## config.mk

```make
export PLATFORM = sky130hd
export DESIGN_NAME = edge_irq_ctrl
export DESIGN_NICKNAME = d
export VERILOG_FILES = /design/src/rtl/edge_irq_ctrl.sv
export SDC_FILE = /design/constraint.sdc
export NUM_CORES = 1
export LEC_CHECK = 0
export CAP_MARGIN = 20
export CORE_MARGIN = 2
export CORE_UTILIZATION = 55
export CTS_CLUSTER_DIAMETER = 40
export DETAILED_ROUTE_END_ITERATION = 10
export PLACE_DENSITY_LB_ADDON = 0.25
export SYNTH_ARGS = -nofsm -noshare
export SYNTH_HDL_FRONTEND = slang
export SYNTH_SLANG_ARGS = --single-unit
```

## constraint.sdc

```tcl
create_clock -name clk -period 4.8 [get_ports clk]
set_input_delay 1.44 -clock clk [delete_from_list [all_inputs] [get_ports clk]]
set_output_delay 1.44 -clock clk [all_outputs]
set_load 0.01 [all_outputs]
```

## src/rtl/edge_irq_ctrl.sv

```systemverilog
module edge_irq_ctrl #(
  parameter int NUM_PORTS = 4,
  parameter int ADDR_W    = 8
) (
  input  logic                   clk,
  input  logic                   rst_n,
  input  logic                   wr_en,
  input  logic [ADDR_W-1:0]      addr,
  input  logic [7:0]             wdata,
  output logic [7:0]             rdata,
  input  logic [NUM_PORTS*8-1:0] lines_in,
  output logic                   irq
);
  localparam int NLINES = NUM_PORTS * 8;
  localparam logic [ADDR_W-1:0] CTRL_A = 'h00;
  localparam logic [ADDR_W-1:0] STAT_A = 'h01;
  localparam logic [ADDR_W-1:0] CLR_A  = 'h02;
  localparam int MASK_BASE = 'h10;

  logic [4:0] ctrl_q;
  logic [NLINES-1:0] sync1, sync2, prev_q;
  logic [NLINES-1:0] rise_mask, fall_mask;
  logic edge_pend, ovf_pend, rise_seen, fall_seen;

  for (genvar p = 0; p < NUM_PORTS; p++) begin : g_mask
    always_ff @(posedge clk) begin
      if (!rst_n) begin
        rise_mask[p*8 +: 8] <= '0;
        fall_mask[p*8 +: 8] <= '0;
      end else if (wr_en) begin
        if (int'(addr) == MASK_BASE + 2*p)     rise_mask[p*8 +: 8] <= wdata;
        if (int'(addr) == MASK_BASE + 2*p + 1) fall_mask[p*8 +: 8] <= wdata;
      end
    end
  end

  always_ff @(posedge clk) begin
    if (!rst_n) begin
      sync1  <= '0;
      sync2  <= '0;
      prev_q <= '0;
    end else begin
      sync1  <= lines_in;
      sync2  <= sync1;
      prev_q <= sync2;
    end
  end

  wire [NLINES-1:0] rise_hit = sync2 & ~prev_q & rise_mask & {NLINES{ctrl_q[3]}};
  wire [NLINES-1:0] fall_hit = ~sync2 & prev_q & fall_mask & {NLINES{ctrl_q[4]}};
  wire rise_any = ctrl_q[0] & (|rise_hit);
  wire fall_any = ctrl_q[0] & (|fall_hit);
  wire edge_any = rise_any | fall_any;
  wire clr_wr   = wr_en && (addr == CLR_A);
  wire edge_clr = clr_wr & wdata[3];
  wire ovf_clr  = clr_wr & wdata[2];
  wire summary  = ctrl_q[2] & (edge_pend | ovf_pend);

  always_ff @(posedge clk) begin
    if (!rst_n) begin
      ctrl_q    <= '0;
      edge_pend <= 1'b0;
      ovf_pend  <= 1'b0;
      rise_seen <= 1'b0;
      fall_seen <= 1'b0;
    end else begin
      if (wr_en && addr == CTRL_A) ctrl_q <= wdata[4:0];
      if (edge_any)      edge_pend <= 1'b1;
      else if (edge_clr) edge_pend <= 1'b0;
      if (rise_any)      rise_seen <= 1'b1;
      else if (edge_clr) rise_seen <= 1'b0;
      if (fall_any)      fall_seen <= 1'b1;
      else if (edge_clr) fall_seen <= 1'b0;
      if (edge_any && edge_pend && ctrl_q[1]) ovf_pend <= 1'b1;
      else if (ovf_clr)                       ovf_pend <= 1'b0;
    end
  end

  assign irq = summary;

  always_comb begin
    rdata = 8'h00;
    if (addr == CTRL_A) rdata = {3'b000, ctrl_q};
    if (addr == STAT_A) rdata = {3'b000, fall_seen, rise_seen, summary, ovf_pend, edge_pend};
    for (int p = 0; p < NUM_PORTS; p++) begin
      if (int'(addr) == MASK_BASE + 2*p)     rdata = rise_mask[p*8 +: 8];
      if (int'(addr) == MASK_BASE + 2*p + 1) rdata = fall_mask[p*8 +: 8];
    end
  end
endmodule

```

==> impl_metrics.yaml, run 1 <==
setup_path:
  critPathLaunch: "addr[6]"
  rrSetupSlack_ps: 2700
  path_cells: "clkdlybuf4s15_1 -> or4b_4 -> buf_6 -> a222oi_1 -> a22oi_1 -> a311oi_1 -> a2bb2oi_1 -> buf_2"
  worstPathRequired_ps: 3360
  reg2reg_depth: 6
  critPathArrivalTime_ps: 3290
  r2r-end: "edge_pend"
  r2r-start: "sync2[28]"
  cp_max_fo: 5
  critPathLaunchType: "input pin"
  max_stage_delay_ps: 510
  end_kind: "primary output"
  critPathSlowestCell: "or4b_4"
  critical_path_class: "in -> out"
global_routing:
  grt_antenna_before_repair: 0
  globalRouteOverflowTotal: 0
  grt_usage: 0.310
  grt_pass1_wl_mm: 29.9
  first_global_vias: 5411
  grt_max_degree: 91
logic_synthesis:
  ys_warn_count: 0
  synth_area_per_cell_um2: 9.41
  synth_most_common_cell: "dfxtp_1"
  synth_xor_xnor_area_share: 0
  synth_mux_area_frac: 0.123
  async_flop_share: 0
  syn_inst: 714
  yosysSeqAreaShare: 0.503
  ys_types: 54
  synthSimpleGateAreaFrac: 0.246
  synth_compound_area_frac: 0.0938
  synth_common_cells: "dfxtp_1, nor2_1, and2_1"
  synth.top_cell.area_share: 0.503
  yosysTopAreaCell: "dfxtp_1"
  syn_area_mm2: 0.00672
  synth_fp_nets: 765
  synth.area.top_cells: "dfxtp_1, mux2i_1, and2_1"
  synth-edff-count: 0
  ys_ff_latch: 169
  ys_dominant_reg_cell: "dfxtp_1"
  synth_fa_ha_area_frac: 0
  synth_top_family_by_area: "simple AND/OR/NAND/NOR gates"
final_layout:
  multiInputGateArea_mm2: 0.00322
  nFillCells: 937
  final_area_mm2: 0.00835
  seqCellArea_mm2: 0.00338
  n_antenna_cell: 0
  area_growth_pct: 24.2
  final_layout_size_suffix_gt1_frac: 0.147
  layout.nets: 843
routing:
  num_vias: 5528
  drc: 0
  antenna_left: 0
  drt-total-wl_mm: 19.7
  wl_per_cell_um: 20.7
  drtIter0Drc: 603
  first_pass_iters: 5
  routed_via_density: 5.81
job:
  cap_viol_max_count: 0
placed_design:
  place_area_mm2: 0.00763
  portBuffers: 59
  preCtsSetupSlack_ps: -635
  gp_congestion: 0.932
  hpwl_mm: 14.1
timing:
  maxSlewHeadroom: 0.385
  hold_violations: 0
  slew_viol_final: 0
  worstMarginPinSlew_ps: 920
  skew_ps: 7.39
  max_freq_mhz: 211
  rsz0062_at_grt: "true"
  period_needed_ps: 4730
  fin_ws_ps: 66.2
  setup_violations: 0
  post-route-period-util: 0.986
floorplan:
  chipWidth_um: 115
  io_pins: 60
  die_area_mm2: 0.0131
  fp-row-count: 40
  die_h_um: 115
  coreArea_mm2: 0.0120
  initial_utilization: 0.562
cts:
  cts_max_level: 4
  cts-buffers-inserted: 17
  clk_pin_slew_worst_paths_ps: 60
  cts_root_buf: "clkbuf_16"
  numClockSinks: 169
  cts_tree: "done"
  worstSkewPairLatency_ps: 420
  clockBufferDepth: 2
power:
  pwr_density_cell_mw_per_mm2: 355
  leakage_uw: 0.00354
  peakVddDrop_mv: 0.319
hold_path:
  whs_endpoint: "sync2[18]"
  worstHoldStart: "sync1[18]"
  hp-class: "reg -> reg"
  hold_path_depth: 1
outcome:
  outcome: "finished clean"
## cells by family after synthesis
logic type             Yosys count
and+or+nand+nor                308
DFF                            169
AOI/OAI and AO/OA               98
muxes                           82
buffers and inverters           57
## critical path: cells and delay by family
family | cells | cell delay [ps]
AND/OR/NAND/NOR | 1 | 510
buffers and inverters | 3 | 500
AO/OA/AOI/OAI | 4 | 840
## stage by stage
| step | total power (uW) | TNS [ps] | instances | utilization | hold slack (ps) |
|---|---|---|---|---|---|
| global placement | 1650 | -4240 | 917 | 0.638 | 415 |
| finish | 2970 | 0 | 952 | 0.698 | 434 |
| detailed placement | 1650 | -4450 | 917 | 0.638 | 418 |
| CTS | 2970 | -2.43 | 952 | 0.696 | 434 |
| floorplan | 1560 | 0 | 714 | - | 412 |
| global route | 3050 | -40.3 | 952 | 0.698 | 446 |
## metal layers
layer / track usage / vias up / part of all wire
li1: - / 2597 / -
met1: 0.386 / 2632 / 0.41
met2: 0.499 / 241 / 0.47
met3: 0.0588 / 58 / 0.067
met4: 0.188 / 0 / 0.055
met5: 0 / - / 0
## worst max-delay path by stage
| stage | endpoint | slack [ps] |
|---|---|---|
| after floorplan | rdata[3] | 270 |
| after global placement | rdata[1] | -590 |
| after detailed placement | rdata[0] | -640 |
| after CTS | rdata[0] | -2 |
| after global routing | rdata[0] | -40 |
| final | rdata[0] | 70 |
## power by group
group / switching, uW / total, uW / internal [uW]
combinational: 91.8 / 176 / 84.2
clock: 603 / 1340 / 736
sequential: 16.6 / 1450 / 1430
total: 712 / 2970 / 2250
## area by class of cell
type                       instances  area share
tap                              147      0.0220
inverter                          12     0.00585
clock buffer                      17      0.0510
timing repair buffer             104       0.112
clock inverter                    15      0.0186
multi-input combinational        488       0.386
sequential                       169       0.405
## cell usage in the layout (no fill, tap or decap), drive strengths merged, types with 13 or more instances in the layout
cell / netlist / layout
o22ai: 23 / 23
a21oi: 20 / 20
clkdlybuf4s50: 0 / 43
nand2: 48 / 48
o21ai: 13 / 13
mux2i: 80 / 80
clkbuf: 39 / 18
and2: 89 / 89
nand3: 16 / 16
inv: 12 / 19
nor2: 99 / 99
nand3b: 18 / 18
buf: 6 / 50
dfxtp: 169 / 169
## flip-flops by register name, indices dropped and copies added, names as in the netlist
name and cells:
ctrl_q 5, edge_pend 1, fall_mask 32, fall_seen 1, ovf_pend 1, prev_q 32, rise_mask 32, rise_seen 1
sync1 32, sync2 32
## timing repair
item                                    4_1_cts  5_1_grt
setup buffers                                 3        0
resized for setup                            62        7
endpoints found under the setup margin        8        8
hold buffers                                  0        0
pin swaps                                     7        5
No activity file was read; power rests on OpenSTA's default activity.
==> inputs of run 2 (changes only) <==
- CORE_ASPECT_RATIO: default -> 1.75
- CTS_CLUSTER_SIZE: default -> 20
==> run 2 against run 1 <==
Net effect: fmax about the same; sequential power barely moved; register-to-register slack got worse by 50 ps; clock power barely moved; first-iteration DRC count fell by 31%; utilization is 0.43 points lower; count of clock-buffer cells in the layout is 1 higher; cell area shrank 0.27%; non-clock buffer count rose by 5; final cell count rose by 2.4%; worst hold slack hardly changed; critical endpoint is now rdata[3]; largest cell class unchanged.
==> impl_metrics.yaml, run 2 (synthesis results as in run 1) <==
outcome:
  outcome: "finished clean"
timing:
  rsz0062_at_grt: "false"
  setup_violations: 0
  fin_ws_ps: 62.8
  skew_ps: 9.00
  slew_viol_final: 0
  post-route-period-util: 0.987
  max_freq_mhz: 211
  maxSlewHeadroom: 0.343
  worstMarginPinSlew_ps: 986
  period_needed_ps: 4740
  hold_violations: 0
global_routing:
  grt_usage: 0.318
  use_met1: 0.334
  use_met2: 0.544
  grt_max_degree: 91
  grt_pass1_wl_mm: 30.5
  grt_antenna_before_repair: 0
  first_global_vias: 5725
  grt.busiest_layer: "met2"
  globalRouteOverflowTotal: 0
  grt_use_met3: 0.0570
floorplan:
  die_area_mm2: 0.0132
  chipWidth_um: 87.6
  initial_utilization: 0.560
  fp-row-count: 53
  io_pins: 60
  coreArea_mm2: 0.0120
  die_h_um: 150
routing:
  drc: 0
  first_pass_iters: 5
  num_vias: 5626
  drt-total-wl_mm: 20.4
  routed_via_density: 5.77
  wl_per_cell_um: 20.9
  antenna_left: 0
  drtIter0Drc: 415
cts:
  clockBufferDepth: 2
  numClockSinks: 169
  worstSkewPairLatency_ps: 430
  cts_root_buf: "clkbuf_16"
  clk_pin_slew_worst_paths_ps: 70
  cts_setup_buffers: 0
  cts_hold_buffers: 0
  cts_max_level: 4
  cts-buffers-inserted: 17
  cts_tree: "done"
setup_path:
  worstPathRequired_ps: 3360
  end_kind: "primary output"
  r2r-end: "edge_pend"
  critical_path_class: "in -> out"
  max_stage_delay_ps: 470
  rrSetupSlack_ps: 2650
  critPathLaunchType: "input pin"
  path_cells: "clkdlybuf4s15_1 -> or4b_4 -> buf_6 -> nor2_4 -> nand2_2 -> a211oi_1 -> a211oi_1 -> nor3_1 -> clkdlybuf4s15_2"
  critPathArrivalTime_ps: 3300
  critPathSlowestCell: "or4b_4"
  path_common_cell: "a211oi_1"
  r2r-start: "sync2[28]"
  cp_max_fo: 7
  reg2reg_depth: 6
hold_path:
  worstHoldStart: "sync1[2]"
  whs_endpoint: "sync2[2]"
  hp-class: "reg -> reg"
  hold_path_depth: 1
final_layout:
  mostFrequentLayoutCells: "dfxtp_1, nor2_1, and2_1"
  nFillCells: 939
  final_layout_size_suffix_gt1_frac: 0.143
  final_util: 0.694
  final_common_cell: "dfxtp_1"
  final_area_mm2: 0.00833
  layout.nets: 848
  area_growth_pct: 23.9
  n_antenna_cell: 0
placed_design:
  place_area_mm2: 0.00772
  hpwl_mm: 15.1
  preCtsSetupSlack_ps: -687
  gp_congestion: 0.970
  portBuffers: 59
power:
  peakVddDrop_mv: 0.291
  pwr_density_cell_mw_per_mm2: 355
  leakage_uw: 0.00353
job:
  cap_viol_max_count: 0
-- run 2: per-layer routing --
| metal | share of wire | up-vias |
|---|---|---|
| li1 | - | 2622 |
| met1 | 0.36 | 2669 |
| met3 | 0.049 | 81 |
| met4 | 0.085 | 0 |
| met2 | 0.51 | 254 |
| met5 | 0 | - |
-- run 2: power breakdown --
| group | switching (uW) | internal [uW] | total (uW) |
|---|---|---|---|
| Sequential | 15.8 | 1430 | 1450 |
| Clock | 633 | 697 | 1330 |
| Combinational | 88.8 | 83.3 | 172 |
-- run 2: worst max-delay path by stage --
| stage | start | depth (start not counted) | slack [ps] | end |
|---|---|---|---|---|
| finish | addr[4] | 9 | 60 | rdata[3] |
| global placement | addr[0] | 10 | -580 | rdata[3] |
| global route | addr[4] | 9 | 1 | rdata[2] |
| floorplan | addr[7] | 8 | 270 | rdata[3] |
| detailed placement | addr[7] | 8 | -690 | rdata[0] |
| CTS | addr[4] | 8 | 10 | rdata[0] |
-- run 2: critical path: cells and delay by family --
family | cells | cell delay, ps
AOI/OAI and AO/OA | 2 | 340
buffers and inverters | 3 | 620
and+or+nand+nor | 4 | 890
-- run 2: per-stage QoR --
step | TNS (ps) | cells | power (uW) | hold slack (ps)
CTS | 0 | 975 | 2960 | 435
global route | 0 | 975 | 3040 | 445
global placement | -4210 | 943 | 1650 | 414
finish | 0 | 975 | 2950 | 434
detailed placement | -4580 | 943 | 1650 | 418
floorplan | 0 | 714 | 1560 | 412
-- run 2: layout make-up --
type	count	area (um2)	share of cell area
flip-flops and latches	169	3380	0.406
multi-input cells	488	3170	0.381
repair buffers	109	941	0.113
clock buffers	18	429	0.0515
well taps	165	206	0.0248
clock inverters	14	153	0.0183
inverters	12	45.0	0.00541
-- run 2: what timing repair did --
| item | CTS | global route |
|---|---|---|
| gates cloned | 0 | 0 |
| resized for setup | 45 | 15 |
| setup endpoints to repair | 8 | 6 |
| endpoints found under the hold margin | 0 | 0 |
| pin swaps | 8 | 2 |
==> inputs of run 3 (changes only) <==
- TNS_END_PERCENT: default -> 10
==> run 3 against run 2 <==
Net effect: largest power group unchanged; count of clock-buffer cells in the layout did not move; highest routed layer unchanged; largest cell class unchanged; wire length fell by 0.17%; worst hold slack barely moved; final cell count did not move; first-iteration DRC count fell by 6.0%; fmax fell by 0.50%; critical path type unchanged; register-to-register slack barely moved; utilization barely moved.
==> impl_metrics.yaml, run 3 (synthesis results as in run 1) <==
setup_path:
  path_cells: "clkdlybuf4s15_1 -> or4b_4 -> buf_6 -> or2_2 -> o22ai_2 -> o21ai_0 -> a21oi_1 -> dlygate4sd2_1"
  cp_max_fo: 5
  r2r-end: "edge_pend"
  worstPathRequired_ps: 3360
  rrSetupSlack_ps: 2640
  path_delay_family: "simple AND/OR/NAND/NOR gates"
  reg2reg_depth: 6
  path_buf_inv: 3
  critical_path_class: "in -> out"
  r2r-start: "sync2[28]"
  critPathArrivalTime_ps: 3320
  critPathSlowestCell: "or4b_4"
  end_kind: "primary output"
  critPathLaunchType: "input pin"
  max_stage_delay_ps: 470
timing:
  slew_viol_final: 0
  post-route-period-util: 0.992
  hold_violations: 0
  worstMarginPinSlew_ps: 984
  setup_violations: 0
  setup_tns_ps: 0
  rsz0062_at_grt: "true"
  skew_ps: 9.07
  period_needed_ps: 4760
  maxSlewHeadroom: 0.343
  holdWs_ps: 434
  max_freq_mhz: 210
power:
  p_total_uw: 2950
  peakVddDrop_mv: 0.291
  pwr_density_cell_mw_per_mm2: 354
  leakage_uw: 0.00354
final_layout:
  layout.nets: 848
  final_util: 0.694
  mostFrequentLayoutCells: "dfxtp_1, nor2_1, and2_1"
  final_layout_size_suffix_gt1_frac: 0.140
  final_area_mm2: 0.00833
  final_common_cell: "dfxtp_1"
  area_growth_pct: 23.9
  n_antenna_cell: 0
hold_path:
  whs_endpoint: "sync2[2]"
  worstHoldStart: "sync1[2]"
  hp-class: "reg -> reg"
  hold_path_depth: 1
cts:
  worstSkewPairLatency_ps: 420
  cts_tree: "done"
  clk_pin_slew_worst_paths_ps: 70
  cts_hold_buffers: 0
  cts_root_buf: "clkbuf_16"
  cts-buffers-inserted: 17
  cts_max_level: 4
  numClockSinks: 169
  clockBufferDepth: 2
  cts_setup_buffers: 0
routing:
  antenna_left: 0
  drtIter0Drc: 390
  wl_per_cell_um: 20.8
  routed_via_density: 5.72
  num_vias: 5581
  first_pass_iters: 5
  drt-total-wl_mm: 20.3
  drc: 0
placed_design:
  portBuffers: 59
  place_area_mm2: 0.00772
  hpwl_mm: 15.1
  gp_congestion: 0.970
floorplan:
  coreArea_mm2: 0.0120
  initial_utilization: 0.560
  fp-row-count: 53
  chipWidth_um: 87.6
  io_pins: 60
  die_h_um: 150
  die_area_mm2: 0.0132
global_routing:
  globalRouteOverflowTotal: 0
  grt_pass1_wl_mm: 30.5
  grt_max_degree: 91
  grt_usage: 0.318
  grt_antenna_before_repair: 0
  first_global_vias: 5725
outcome:
  outcome: "finished clean"
job:
  cap_viol_max_count: 0
-- run 3: area by class of cell --
| class | instances | area (um2) |
|---|---|---|
| clock buffer | 18 | 429 |
| clock inverter | 14 | 153 |
| fill | 939 | 3670 |
| inverter | 12 | 45.0 |
| tap | 165 | 206 |
| timing repair buffer | 109 | 950 |
| multi-input combinational | 488 | 3160 |
| sequential | 169 | 3380 |
-- run 3: what timing repair did --
action                                  CTS  global route
resized for setup                        45            11
pin swaps                                 8             2
endpoints found under the setup margin    8             6
-- run 3: per-stage QoR --
step / cells / setup slack, ps
2_1_floorplan: 714 / 266
3_3_place_gp: 943 / -583
3_5_place_dp: 943 / -687
5_1_grt: 975 / -30.1
6_report: 975 / 39.1
4_1_cts: 975 / 9.85
-- run 3: worst max path at each step --
| stage | cells past startpoint | slack (ps) | startpoint | end |
|---|---|---|---|---|
| 2_1_floorplan | 8 | 270 | addr[7] | rdata[3] |
| 3_3_place_gp | 10 | -580 | addr[0] | rdata[3] |
| 3_5_place_dp | 8 | -690 | addr[7] | rdata[0] |
| 4_1_cts | 8 | 10 | addr[4] | rdata[0] |
| 5_1_grt | 8 | -30 | addr[4] | rdata[7] |
| 6_report | 8 | 40 | addr[4] | rdata[7] |
-- run 3: routing by layer --
| metal | vias to the layer above | GRT usage | wire length [um] |
|---|---|---|---|
| met5 | - | 0 | 0 |
| met4 | 0 | 0.248 | 1720 |
| met3 | 85 | 0.0570 | 967 |
| met2 | 229 | 0.544 | 10300 |
| met1 | 2648 | 0.334 | 7280 |
| li1 | 2619 | - | - |
-- run 3: report_power, final --
group	internal (uW)	switching, uW	total (uW)
Combinational	83.3	89.1	172
Clock	697	632	1330
Sequential	1430	15.9	1450
